$ cat src/rtl/sar_adc_pkg.sv
`timescale 1ns/1ps
package sar_adc_pkg;

  typedef enum logic [1:0] {
    RX_HUNT  = 2'd0,
    RX_SHIFT = 2'd1,
    RX_HOLD  = 2'd2
  } rxState_e;

  // strobes from sequencer to datapath
  typedef struct packed {
    logic load;       // command complete: seed trial code
    logic step;       // one approximation decision this edge
    logic last;       // final decision of this conversion
    logic startFlag;  // conversion seeded, first decision pending
    logic abort;      // chip select high
  } sarStrobe_t;

endpackage

$ cat src/rtl/sar_adc_seq.sv
`timescale 1ns/1ps
module sar_adc_seq
  import sar_adc_pkg::*;
#(
  parameter int RES_BITS = 12,
  parameter int LOW_BITS = 8
) (
  input  logic       dclk,
  input  logic       rstN,
  input  logic       csN,
  input  logic       din,
  input  logic       modePin,
  input  logic       shdnN,
  output sarStrobe_t strb,
  output logic       acquire,
  output logic       powered,
  output logic [1:0] muxPos,
  output logic [2:0] muxNeg
);

  localparam int CNT_W = $clog2(RES_BITS + 1);
  localparam logic [CNT_W-1:0] HOLD_FULL  = CNT_W'(RES_BITS - 5);
  localparam logic [CNT_W-1:0] HOLD_LOW   = CNT_W'(LOW_BITS - 5);
  localparam logic [CNT_W-1:0] STEPS_FULL = CNT_W'(RES_BITS);
  localparam logic [CNT_W-1:0] STEPS_LOW  = CNT_W'(LOW_BITS);
  localparam logic [CNT_W-1:0] ONE        = CNT_W'(1);

  rxState_e         rxState;
  logic [2:0]       bitCnt;
  logic [2:0]       shiftReg;
  logic [CNT_W-1:0] holdCnt;
  logic [CNT_W-1:0] stepsLeft;
  logic             convActive;
  logic             firstPending;
  logic             pdKeep;
  logic             byteDone;
  logic             pickLow;

  // shiftReg after six shifts: [2]=resolution bit, [1]=sgl/dif, [0]=PD1
  assign byteDone = (rxState == RX_SHIFT) && (bitCnt == 3'd6) && !csN;
  assign pickLow  = modePin & shiftReg[2];

  always_ff @(posedge dclk or negedge rstN) begin
    if (!rstN) begin
      rxState      <= RX_HUNT;
      bitCnt       <= '0;
      shiftReg     <= '0;
      holdCnt      <= '0;
      stepsLeft    <= '0;
      convActive   <= 1'b0;
      firstPending <= 1'b0;
      pdKeep       <= 1'b0;
      muxPos       <= '0;
      muxNeg       <= 3'b100;
    end else if (csN) begin
      rxState      <= RX_HUNT;
      bitCnt       <= '0;
      holdCnt      <= '0;
      stepsLeft    <= '0;
      convActive   <= 1'b0;
      firstPending <= 1'b0;
    end else begin
      case (rxState)
        RX_HUNT: begin
          if (din) begin
            rxState <= RX_SHIFT;
            bitCnt  <= '0;
          end
        end
        RX_SHIFT: begin
          shiftReg <= {shiftReg[1:0], din};
          bitCnt   <= bitCnt + 3'd1;
          if (bitCnt == 3'd2) muxPos <= {shiftReg[0], shiftReg[1]};
          if (bitCnt == 3'd4) muxNeg <= din ? 3'b100 : {1'b0, muxPos ^ 2'b01};
          if (bitCnt == 3'd6) begin
            rxState <= RX_HOLD;
            holdCnt <= pickLow ? HOLD_LOW : HOLD_FULL;
            pdKeep  <= ({shiftReg[0], din} != 2'b00);
          end
        end
        RX_HOLD: begin
          holdCnt <= holdCnt - ONE;
          if (holdCnt <= ONE) begin
            rxState <= RX_HUNT;
            holdCnt <= '0;
          end
        end
        default: rxState <= RX_HUNT;
      endcase

      if (byteDone) begin
        convActive   <= 1'b1;
        firstPending <= 1'b1;
        stepsLeft    <= pickLow ? STEPS_LOW : STEPS_FULL;
      end else if (convActive) begin
        firstPending <= 1'b0;
        stepsLeft    <= stepsLeft - ONE;
        if (stepsLeft == ONE) convActive <= 1'b0;
      end
    end
  end

  always_comb begin
    strb.load      = byteDone;
    strb.step      = convActive && !csN;
    strb.last      = convActive && !csN && (stepsLeft == ONE);
    strb.startFlag = firstPending;
    strb.abort     = csN;
  end

  assign acquire = (rxState == RX_SHIFT) && (bitCnt >= 3'd4);
  assign powered = shdnN & (pdKeep | acquire | convActive);

endmodule

$ cat src/rtl/sar_adc_core.sv
`timescale 1ns/1ps
module sar_adc_core
  import sar_adc_pkg::*;
#(
  parameter int RES_BITS = 12
) (
  input  logic                dclk,
  input  logic                rstN,
  input  logic                csN,
  input  logic                comp,
  input  sarStrobe_t          strb,
  output logic [RES_BITS-1:0] dacCode,
  output logic                dout,
  output logic                busy
);

  localparam logic [RES_BITS-1:0] TOP_BIT = {1'b1, {(RES_BITS-1){1'b0}}};

  logic [RES_BITS-1:0] trial;
  logic [RES_BITS-1:0] mask;
  logic [RES_BITS-1:0] trialNext;
  logic                lastBit;
  logic                bitValid;
  logic                doutReg;
  logic                busyReg;

  always_comb begin
    trialNext = comp ? trial : (trial & ~mask);
    if (!strb.last) trialNext = trialNext | (mask >> 1);
  end

  // decisions on the rising edge
  always_ff @(posedge dclk or negedge rstN) begin
    if (!rstN) begin
      trial    <= '0;
      mask     <= '0;
      lastBit  <= 1'b0;
      bitValid <= 1'b0;
    end else if (strb.abort) begin
      trial    <= '0;
      mask     <= '0;
      bitValid <= 1'b0;
    end else if (strb.load) begin
      trial    <= TOP_BIT;
      mask     <= TOP_BIT;
      bitValid <= 1'b0;
    end else if (strb.step) begin
      trial    <= trialNext;
      mask     <= mask >> 1;
      lastBit  <= comp;
      bitValid <= 1'b1;
    end else begin
      bitValid <= 1'b0;
    end
  end

  // serial outputs on the falling edge
  always_ff @(negedge dclk or negedge rstN) begin
    if (!rstN) begin
      doutReg <= 1'b0;
      busyReg <= 1'b0;
    end else if (csN) begin
      doutReg <= 1'b0;
      busyReg <= 1'b0;
    end else begin
      doutReg <= bitValid & lastBit;
      busyReg <= strb.startFlag;
    end
  end

  assign dacCode = trial;
  assign dout    = doutReg;
  assign busy    = busyReg;

endmodule

$ cat src/rtl/sar_adc_ctrl.sv
`timescale 1ns/1ps
module sar_adc_ctrl
  import sar_adc_pkg::*;
#(
  parameter int RES_BITS = 12,
  parameter int LOW_BITS = 8
) (
  input  logic                dclk,
  input  logic                rstN,
  input  logic                csN,
  input  logic                din,
  input  logic                modePin,
  input  logic                shdnN,
  input  logic                comp,
  output logic                dout,
  output logic                busy,
  output logic                outEn,
  output logic                acquire,
  output logic                powered,
  output logic [RES_BITS-1:0] dacCode,
  output logic [1:0]          muxPos,
  output logic [2:0]          muxNeg
);

  sarStrobe_t strb;

  sar_adc_seq #(.RES_BITS(RES_BITS), .LOW_BITS(LOW_BITS)) uSeq (
    .dclk    (dclk),
    .rstN    (rstN),
    .csN     (csN),
    .din     (din),
    .modePin (modePin),
    .shdnN   (shdnN),
    .strb    (strb),
    .acquire (acquire),
    .powered (powered),
    .muxPos  (muxPos),
    .muxNeg  (muxNeg)
  );

  sar_adc_core #(.RES_BITS(RES_BITS)) uCore (
    .dclk    (dclk),
    .rstN    (rstN),
    .csN     (csN),
    .comp    (comp),
    .strb    (strb),
    .dacCode (dacCode),
    .dout    (dout),
    .busy    (busy)
  );

  assign outEn = ~csN;

endmodule

$ cat config.mk
export PLATFORM = sky130hd
export DESIGN_NAME = sar_adc_ctrl
export DESIGN_NICKNAME = d
export VERILOG_FILES = /design/src/rtl/sar_adc_pkg.sv /design/src/rtl/sar_adc_seq.sv /design/src/rtl/sar_adc_core.sv /design/src/rtl/sar_adc_ctrl.sv
export SDC_FILE = /design/constraint.sdc
export NUM_CORES = 1
export LEC_CHECK = 0
export BUFFER_PORTS_ARGS = -buffer_cell sky130_fd_sc_hd__buf_4
export CAP_MARGIN = 20
export CORE_UTILIZATION = 50
export DETAILED_ROUTE_END_ITERATION = 8
export PLACE_DENSITY = 0.7
export REMOVE_ABC_BUFFERS = 1
export SYNTH_ARGS = -nofsm -noshare
export SYNTH_HDL_FRONTEND = slang
export SYNTH_SLANG_ARGS = --single-unit
$ cat constraint.sdc
create_clock -name dclk -period 2.6 [get_ports dclk]
set_input_delay 0.78 -clock dclk [delete_from_list [all_inputs] [get_ports dclk]]
set_output_delay 0.78 -clock dclk [all_outputs]
set_load 0.02 [all_outputs]
==> summary.md, run 1 <==
| Metric | Value |
|---|---|
| Outcome | `finished with violations` |
| Failing checks | `negative setup slack` |
| Post-place setup slack | `0.01671 ns` |
| Yosys cell types | `46` |
| Non-Filler Instances | `328` |
| Async S/R FF share, synth | `100.0%` |
| Worst path cell trace | `buf_6` |
| Htree depth | `2` |
| Rel. slew slack | `~61%` |
| Synth area leader | `dfrtp_1` |
| Die Height | `72.05 um` |
| CP peak stage delay | `0.41 ns` |
| GRT Total Usage | `between 15 and 20%` |
| Synthesized area per cell | `10.71 um^2` |
| Largest family of logic cells by synthesized area | `simple AND/OR/NAND/NOR gates` |
| Row Count | `25` |
| Peak VDD IR | `roughly 0.42 mV` |
| Critical Path AT | `2.12 ns` |
| Hold-fix buffer count after cts | `0` |
| Diode count | `0` |
| Skew final | `slightly above 0.008 ns` |
| Buffers & Inverters on Critical Path | `1` |
| Post-synthesis adder-cell area fraction | `3.570%` |
| Mux contribution to synthesized area | `9.485%` |
| Simple-Gate Fraction of Synth Area | `between 10 and 15%` |
| Startpoint types | `register` |
| Crit path required time | `1.82 ns` |
| Final Hold Viols | `0` |
| Placed cells | `320` |
| Area taken by multi-input logic gates | `between 900 and 1000 um^2` |
| Max Root-Sink Buffers | `2` |
| Clock-pin slew on the worst setup and hold paths | `0.09 ns` |
| Dominant synthesized flop cell | `dfrtp_1` |
| # IOs | `29` |
| # port buffers | `28` |
| Core area | `4723 um^2` |
| Finished Core Util | `60.11%` |
| WS Path Type | `register to output pin` |
| Gr ovfl total | `0` |
| Hold WS | `0.2916 ns` |
| Width of the die | `72.05 um` |
| Largest cells by area after synthesis | `dfrtp_1 50%, mux2i_1 4.9%, ha_1 3.6%` |
| Top cell type's share of synthesized area | `49.97%` |
| Vias per std cell | `5.159` |
| Post-detail-place hpwl | `3166 um` |
| Critical-path maximum fanout | `1` |
| Slew @ Worst Pin | `0.5811 ns` |
| Total number of vias | `~1700` |
| Layout cells sized above 1 | `23.37%` |
| Final Max Slew Viols | `0` |
| Setup TNS | `-0.5993 ns` |
| Cell count after synthesis | `around 230` |
| RD Place Congestion | `0.7908` |
| Design area | `2839 um^2` |
| DRC Markers | `0` |
| Post-synthesis compound-gate area fraction | `11.88%` |
| Wirelength per Cell | `~14 um` |
| ANT nets after route | `0` |
| Post-Synth XOR/XNOR Area | `between 1 and 1.5%` |
| Final setup fails | `2` |
| #FFs+latches synth | `52` |
| Sink Count | `52` |
| Clock Root Buffer | `clkbuf_8` |
| CP endpoint kind | `output pin` |
| Hold/Removal Path Class | `input pin to async pin` |
| Post-CTS Setup Inserts | `0` |
| Crit-path leading delay family | `flip-flops` |
| Post-synth EDFFs | `0` |
| Fillers | `roughly 400` |
| DP Area | `2739 um^2` |
| Total power density per cell area | `507.2 nW/um^2` |
| RSZ-0062 raised after global routing | `yes` |
| Die area | `5191 um^2` |
| Final Worst Setup Slack | `-0.3045 ns` |
| Clk_lat worst skew | `0.30 ns` |
| Routed WL | `between 4000 and 5000 um` |
| Seq/Total Area, Yosys | `between 50% and 60%` |
| Reg area | `1303 um^2` |
| Maximum Capacitance Violations | `0` |
| CP max stage cell | `dfrtn_1` |
| Fin nets | `274` |
| DR pass1 iterations | `4` |
| Syn Std Cell Area | `2454 um^2` |
| First-pass GRT wire length | `7948 um` |
| Power Total | `1.440 mW` |
| Vias in the first global route | `1721` |
| Area Overhead vs Synth | `15.71%` |
| Initial antenna violation count | `0` |
| Yosys warns | `0` |
| CTS Buf Count | `5` |
| Starting Density | `approximately 52%` |
| CTS tree | `done` |
| Drt first-iter violations | `76` |
| Leak Pwr | `1.289 nW` |
| Largest net degree at the start of global routing | `33` |
[synth_stat cells, types with 2 or more instances]
cell and instances:
o22ai_1 12, dfrtp_1 49, buf_2 7, nor3_1 3, nand3b_1 2, mux2_2 6
nor2b_1 3, nand2_1 8, mux2i_1 12, dfrtn_1 2, ha_1 7, nor2_1 20
a21oi_1 7, xnor2_1 2, o31ai_1 4, inv_1 22, nand2b_1 2, mux2_4 3
clkbuf_1 2, buf_4 2, a31oi_1 3, o21ai_0 15, nand3_1 13
[timing repair]
action,CTS,global route
resized for setup,2,0
setup endpoints to repair,2,2
endpoints found under the hold margin,0,0
[state kept, by name (all words and copies together) (netlist names), 2 cells and up]
| register | flops |
|---|---|
| uCore.mask | 12 |
| uSeq.muxPos | 2 |
| uSeq.bitCnt | 3 |
| uSeq.shiftReg | 3 |
| uSeq.muxNeg | 3 |
| uSeq.holdCnt | 4 |
| uCore.dacCode | 12 |
| uSeq.rxState | 2 |
| uSeq.stepsLeft | 4 |
[kinds of logic (layout without fill, tap and decap cells)]
group | after synthesis | after routing
AOI/OAI and AO/OA | 48 | 48
muxes | 21 | 21
buffers and inverters | 35 | 67
xor gates and xnor gates | 3 | 3
DFF | 52 | 52
and+or+nand+nor | 63 | 63
adders and majority gates | 7 | 7
[per-layer routing]
layer  global-route usage (%)  share of wire [%]  up-vias
met5                        0                  0        -
met4                    5.011               0.79        0
met3                    2.917                2.1        5
met2                    33.12                 48       24
met1                    26.09                 49      813
li1                         -                  -      850
[area by class of cell]
class	instances	share of cell area (%)
clock buffers	6	2.909
clock inverters	2	0.3526
inverters	23	3.041
multi-input cells	142	35.08
flip-flops and latches	52	45.88
well taps	67	2.953
repair buffers	36	9.784
[power by group]
group	switching (mW)	total [mW]	internal [mW]	leakage (nW)
Sequential	0.0205	0.857	0.836	0.712
Combinational	0.0651	0.117	0.0517	0.526
Clock	0.254	0.467	0.213	0.0510
Total	0.339	1.44	1.10	1.29
[placed cells by master, fill, tap and decap left out, types with 2 or more instances in the layout]
cell      Yosys  layout
dfrtp_1      49      49
buf_4         2      34
inv_1        22      22
nor2_1       20      20
o21ai_0      15      15
nand3_1      13      13
o22ai_1      12      12
mux2i_1      12      12
nand2_1       8       8
a21oi_1       7       7
ha_1          7       7
mux2_2        6       6
clkbuf_8      0       6
o31ai_1       4       4
nor2b_1       3       3
nor3_1        3       3
a31oi_1       3       3
mux2_4        3       3
nand2b_1      2       2
xnor2_1       2       2
nand3b_1      2       2
clkinv_2      0       2
buf_6         1       2
dfrtn_1       2       2
[path summary, 6_finish.rpt]
path / from / to / slack [ns] / cells past startpoint
min in group dclk: uCore.lastBit / uCore.lastBit / 0.51 / 1
worst min register to register: uCore.lastBit / uCore.lastBit / 0.51 / 1
worst min-delay path: rstN / uCore.dacCode[5] / 0.29 / 1
worst max register to register: uCore.bitValid / uCore.dout / 0.62 / 1
max in group asynchronous: rstN / uCore.busy / 0.94 / 1
worst max-delay path: uCore.dout / dout / -0.30 / 1
Power figures use the tool's default switching activity.
==> run 2, diff against run 1 <==
Settings changed: CORE_UTILIZATION 50 to 40, PLACE_DENSITY 0.7 to not set.
==> summary.md, run 2 (synthesis gave the netlist of run 1 again) <==
| Metric | Value |
|---|---|
| Outcome | `finished with violations (unchanged)` |
| Failing checks | `negative setup slack (unchanged)` |
| Hold-fix buffer count after cts | `0 (unchanged)` |
| Gr ovfl total | `0 (unchanged)` |
| Final setup fails | `2 (unchanged)` |
| Reg2reg end | `uCore.busy (was uCore.dout)` |
| RD Place Congestion | `0.8314 (was 0.7908)` |
| Routed WL | `4748 um (was 4453 um)` |
| CP peak stage delay | `0.41 ns (about the same)` |
| Non-Filler Instances | `336 (was 328)` |
| CTS Buf Count | `5 (unchanged)` |
| CTS tree | `done (unchanged)` |
| Critical-path maximum fanout | `1 (unchanged)` |
| Maximum Capacitance Violations | `0 (unchanged)` |
| ANT nets after route | `0 (unchanged)` |
| Vias in the first global route | `1724 (was 1721)` |
| Startpoint types | `register (unchanged)` |
| Fin nets | `274 (unchanged)` |
| Slew @ Worst Pin | `0.5752 ns (was 0.5811 ns)` |
| Final Worst Setup Slack | `-0.3046 ns (was -0.3045 ns)` |
| Power Total | `1.437 mW (was 1.440 mW)` |
| Initial antenna violation count | `0 (unchanged)` |
| Leak Pwr | `1.286 nW (was 1.289 nW)` |
| Post-detail-place hpwl | `3246 um (was 3166 um)` |
| DRC Markers | `0 (unchanged)` |
| # port buffers | `28 (unchanged)` |
| WS Path Type | `register to output pin (unchanged)` |
| Worst path cell trace | `buf_6 (unchanged)` |
| Buffers & Inverters on Critical Path | `1 (unchanged)` |
| Clock-pin slew on the worst setup and hold paths | `0.10 ns (was 0.09 ns)` |
| Hold/Removal Path Class | `input pin to async pin (unchanged)` |
| CP max stage cell | `dfrtn_1 (unchanged)` |
| Die Height | `80.32 um (was 72.05 um)` |
| Rel. slew slack | `61.32% (was 60.93%)` |
| Clock Root Buffer | `clkbuf_8 (unchanged)` |
| # IOs | `29 (unchanged)` |
| DR pass1 iterations | `4 (unchanged)` |
| Htree depth | `2 (unchanged)` |
| Placed cells | `328 (was 320)` |
| Reg-to-reg slack, setup | `0.61 ns (was 0.62 ns)` |
| Skew final | `0.01004 ns (was 0.008054 ns)` |
| Crit-path leading delay family | `flip-flops (unchanged)` |
| Row Count | `28 (was 25)` |
| Worst r2r path cells | `1 (unchanged)` |
| Vias per std cell | `5.063 (was 5.159)` |
| Wirelength per Cell | `14.13 um (was 13.58 um)` |
| Core area | `5921 um^2 (was 4723 um^2)` |
| Final Hold Viols | `0 (unchanged)` |
| Die area | `6451 um^2 (was 5191 um^2)` |
| FF-to-FF Start | `uSeq.firstPending (was uCore.bitValid)` |
| Max Root-Sink Buffers | `2 (unchanged)` |
| Most frequent cells in the layout | `49 x dfrtp_1, 34 x buf_4, 22 x inv_1 (unchanged)` |
| Peak VDD IR | `0.3557 mV (was 0.4215 mV)` |
| GRT Total Usage | `16.91% (was 19.41%)` |
| Largest net degree at the start of global routing | `26 (was 33)` |
| Fillers | `587 (was 403)` |
| Commonest non-fill, non-tap cell in the layout | `dfrtp_1 (unchanged)` |
| Width of the die | `80.32 um (was 72.05 um)` |
| Sink Count | `52 (unchanged)` |
| Diode count | `0 (unchanged)` |
| Critical Path AT | `2.12 ns (about the same)` |
| Area Overhead vs Synth | `15.91% (was 15.71%)` |
| Crit path required time | `1.82 ns (about the same)` |
| Layout cells sized above 1 | `23.37% (unchanged)` |
| Starting Density | `41.44% (was 51.95%)` |
| Total number of vias | `1701 (was 1692)` |
| CP endpoint kind | `output pin (unchanged)` |
| Clk_lat worst skew | `0.31 ns (was 0.30 ns)` |
| RSZ-0062 raised after global routing | `yes (unchanged)` |
| First-pass GRT wire length | `8273 um (was 7948 um)` |
| Drt first-iter violations | `85 (was 76)` |
| Total power density per cell area | `505.4 nW/um^2 (was 507.2 nW/um^2)` |
| Final Max Slew Viols | `0 (unchanged)` |
[run 2: cell types whose count changed in the layout (fill, tap and decap cells not counted), sizes merged]
cell    before  now
clkinv       2    3
clkbuf       6    5
[run 2: cell type report]
class / instances / area (um^2) / share of cell area, %
inverters: 23 / 86.33 / 3.036
well taps: 75 / 93.84 / 3.300
repair buffers: 36 / 277.8 / 9.767
flip-flops and latches: 52 / 1303 / 45.80
multi-input cells: 142 / 996.0 / 35.02
clock inverters: 3 / 18.77 / 0.6599
clock buffers: 5 / 68.82 / 2.420
[run 2: layer usage]
| metal | up-vias | global-route usage [%] | part of all wire [%] |
|---|---|---|---|
| met5 | - | 0 | 0 |
| met4 | 0 | 4.286 | 0.84 |
| met3 | 5 | 3.409 | 2.7 |
| met2 | 24 | 27.95 | 47 |
| met1 | 821 | 22.63 | 49 |
| li1 | 851 | - | - |
[run 2: worst max-delay path by stage]
stage	start	end	slack, ns	depth (start not counted)
floorplan	uCore.busy	busy	0.05	0
global placement	uCore.busy	busy	0.02	1
detailed placement	uCore.dout	dout	0.02	1
CTS	uCore.busy	busy	-0.31	1
global route	uCore.busy	busy	-0.33	1
finish	uCore.busy	busy	-0.30	1
[run 2: stage by stage]
stage / util [%] / instance area (um^2) / setup WS [ns] / hold slack [ns] / TNS (ns)
2_1_floorplan: - / 2385 / 0.04732 / 0.4711 / 0
3_3_place_gp: 46.43 / 2749 / 0.02276 / 0.4873 / 0
3_5_place_dp: 46.43 / 2749 / 0.02251 / 0.4884 / 0
4_1_cts: 47.97 / 2840 / -0.3136 / 0.3086 / -0.6224
5_1_grt: 48.03 / 2844 / -0.3338 / 0.3025 / -0.6660
6_report: 48.03 / 2844 / -0.3046 / 0.3066 / -0.6063
[run 2: timing repair]
item,CTS,global route
gates resized for setup,1,1
endpoints found under the hold margin,0,0
setup buffers,0,0
endpoints found under the setup margin,2,2
pin swaps,0,0
[run 2: report_power, final]
group	total, mW	leakage [nW]	switching [mW]	internal, mW
combinational	0.118	0.526	0.0663	0.0518
sequential	0.856	0.712	0.0199	0.836
clock	0.463	0.0479	0.275	0.188
total	1.44	1.29	0.361	1.08
==> run 3, diff against run 2 <==
Settings changed: CORE_UTILIZATION 40 to 50, PLACE_DENSITY set to 0.73.
==> summary.md, run 3 (synthesis gave the netlist of run 1 again) <==
| Metric | Value |
|---|---|
| Final Worst Setup Slack | `-0.3015 ns (was -0.3046 ns)` |
| FF-to-FF Start | `uCore.lastBit (was uSeq.firstPending)` |
| Clk_lat worst skew | `0.29 ns (was 0.31 ns)` |
| # IOs | `29 (unchanged)` |
| P_int | `1.227 mW (was 1.076 mW)` |
| Critical-path maximum fanout | `1 (unchanged)` |
| Most frequent cells in the layout | `49 x dfrtp_1, 34 x buf_4, 22 x inv_1 (unchanged)` |
| Max Root-Sink Buffers | `2 (unchanged)` |
| Total power density per cell area | `542.2 nW/um^2 (was 505.4 nW/um^2)` |
| Worst r2r path cells | `1 (unchanged)` |
| RD Place Congestion | `0.8277 (was 0.8314)` |
| Switch Pwr | `0.3302 mW (was 0.3611 mW)` |
| Peak VDD IR | `0.3225 mV (was 0.3557 mV)` |
| Crit path required time | `1.82 ns (about the same)` |
| Routed WL | `4506 um (was 4748 um)` |
| Layout cells sized above 1 | `23.37% (unchanged)` |
| Sequential power share | `55.0% (was 59.5%)` |
| Critical Path AT | `2.12 ns (about the same)` |
| Area Overhead vs Synth | `17.08% (was 15.91%)` |
| Leak Pwr | `1.302 nW (was 1.286 nW)` |
| Row Count | `25 (was 28)` |
| Buffers & Inverters on Critical Path | `1 (unchanged)` |
| Die Height | `72.05 um (was 80.32 um)` |
| # port buffers | `28 (unchanged)` |
| Core area | `4723 um^2 (was 5921 um^2)` |
| ANT nets after route | `0 (unchanged)` |
| Skew final | `0.007708 ns (was 0.01004 ns)` |
| Clock-pin slew on the worst setup and hold paths | `0.09 ns (was 0.10 ns)` |
| RSZ-0062 raised after global routing | `yes (unchanged)` |
| Post-CTS Setup Inserts | `0 (unchanged)` |
| CTS tree | `done (unchanged)` |
| Post-place setup slack | `0.01782 ns (was 0.02251 ns)` |
| Wirelength per Cell | `13.74 um (was 14.13 um)` |
| Initial antenna violation count | `0 (unchanged)` |
| Sink Count | `52 (unchanged)` |
| DR pass1 iterations | `4 (unchanged)` |
| Gr busiest metal | `met2 (unchanged)` |
| DRC Markers | `0 (unchanged)` |
| GRT Total Usage | `19.00% (was 16.91%)` |
| Final Hold Viols | `0 (unchanged)` |
| Maximum Capacitance Violations | `0 (unchanged)` |
| Width of the die | `72.05 um (was 80.32 um)` |
| Rel. slew slack | `58.66% (was 61.32%)` |
| Crit-path leading delay family | `flip-flops (unchanged)` |
| First-pass GRT wire length | `7762 um (was 8273 um)` |
| Post-detail-place hpwl | `3191 um (was 3246 um)` |
| Global Route met3 Usage | `4.167% (was 3.409%)` |
| DP Area | `2739 um^2 (was 2749 um^2)` |
| Diode count | `0 (unchanged)` |
| WS Path Type | `register to output pin (unchanged)` |
| Sw frac | `21.20% (was 25.12%)` |
| Hold/Removal Path Class | `input pin to async pin (unchanged)` |
| Total number of vias | `1726 (was 1701)` |
| Die area | `5191 um^2 (was 6451 um^2)` |
| Met2 Usage GRT | `32.60% (was 27.95%)` |
| Combinational fraction of design power | `7.6% (was 8.2%)` |
| Slew @ Worst Pin | `0.6148 ns (was 0.5752 ns)` |
| Reg-to-reg slack, setup | `0.61 ns (about the same)` |
| Hold WS | `0.3265 ns (was 0.3066 ns)` |
| Worst path cell trace | `buf_6 (unchanged)` |
| Vias per std cell | `5.262 (was 5.063)` |
| Starting Density | `51.95% (was 41.44%)` |
| Vias in the first global route | `1713 (was 1724)` |
| Commonest non-fill, non-tap cell in the layout | `dfrtp_1 (unchanged)` |
| Fin nets | `274 (unchanged)` |
| Clock Root Buffer | `clkbuf_8 (unchanged)` |
| Reg2reg end | `uCore.dout (was uCore.busy)` |
| Startpoint types | `register (unchanged)` |
| Design area | `2873 um^2 (was 2844 um^2)` |
| CP endpoint kind | `output pin (unchanged)` |
| Failing checks | `negative setup slack (unchanged)` |
| Drt first-iter violations | `65 (was 85)` |
| Outcome | `finished with violations (unchanged)` |
| Largest net degree at the start of global routing | `29 (was 26)` |
| Met1 Use GR | `24.68% (was 22.63%)` |
| Clk pwr share | `37.4% (was 32.2%)` |
| Gr ovfl total | `0 (unchanged)` |
| Htree depth | `2 (unchanged)` |
| Final Max Slew Viols | `0 (unchanged)` |
| Power Total | `1.558 mW (was 1.437 mW)` |
| CTS Buf Count | `5 (unchanged)` |
| Post-CTS Resized | `2 (was 1)` |
| Final setup fails | `2 (unchanged)` |
| CP peak stage delay | `0.41 ns (about the same)` |
| CP max stage cell | `dfrtn_1 (unchanged)` |
| Hold-fix buffer count after cts | `0 (unchanged)` |
==> run 3: metrics by stage <==
step	std cells	TNS (ns)	utilization, %
after detailed placement	320	0	57.99
after floorplan	217	0	-
after global routing	328	-0.6504	60.82
after CTS	328	-0.6076	60.82
final	328	-0.5923	60.82
after global placement	320	0	57.99
==> run 3: final cells by class <==
| class | instances | area [um^2] |
|---|---|---|
| Multi-Input combinational cell | 142 | 996.0 |
| Clock buffer | 7 | 96.34 |
| Clock inverter | 1 | 30.03 |
| Fill cell | 404 | 1851 |
| Sequential cell | 52 | 1303 |
| Timing Repair Buffer | 36 | 277.8 |
| Inverter | 23 | 86.33 |
| Tap cell | 67 | 83.83 |
==> run 3: power groups by stage <==
stage	clock, mW	sequential, mW	combinational, mW
floorplan	0	0.876	0.0525
global placement	0	0.872	0.118
detailed placement	0	0.873	0.120
CTS	0.601	0.857	0.120
global route	0.636	0.861	0.130
finish	0.582	0.857	0.119
==> run 3: how the worst max path moves through the flow <==
stage	depth (start not counted)	from	slack, ns	endpoint
after global placement	1	uCore.dout	0.02	dout
final	1	uCore.dout	-0.30	dout
after detailed placement	1	uCore.dout	0.02	dout
after global routing	1	uCore.dout	-0.33	dout
after floorplan	0	uCore.busy	0.05	busy
after CTS	1	uCore.dout	-0.31	dout
==> run 3: metal layers <==
metal	vias to the layer above	share of wire, %
li1	849	-
met1	840	46
met2	35	50
met3	2	3.1
met4	0	0.29
met5	-	0
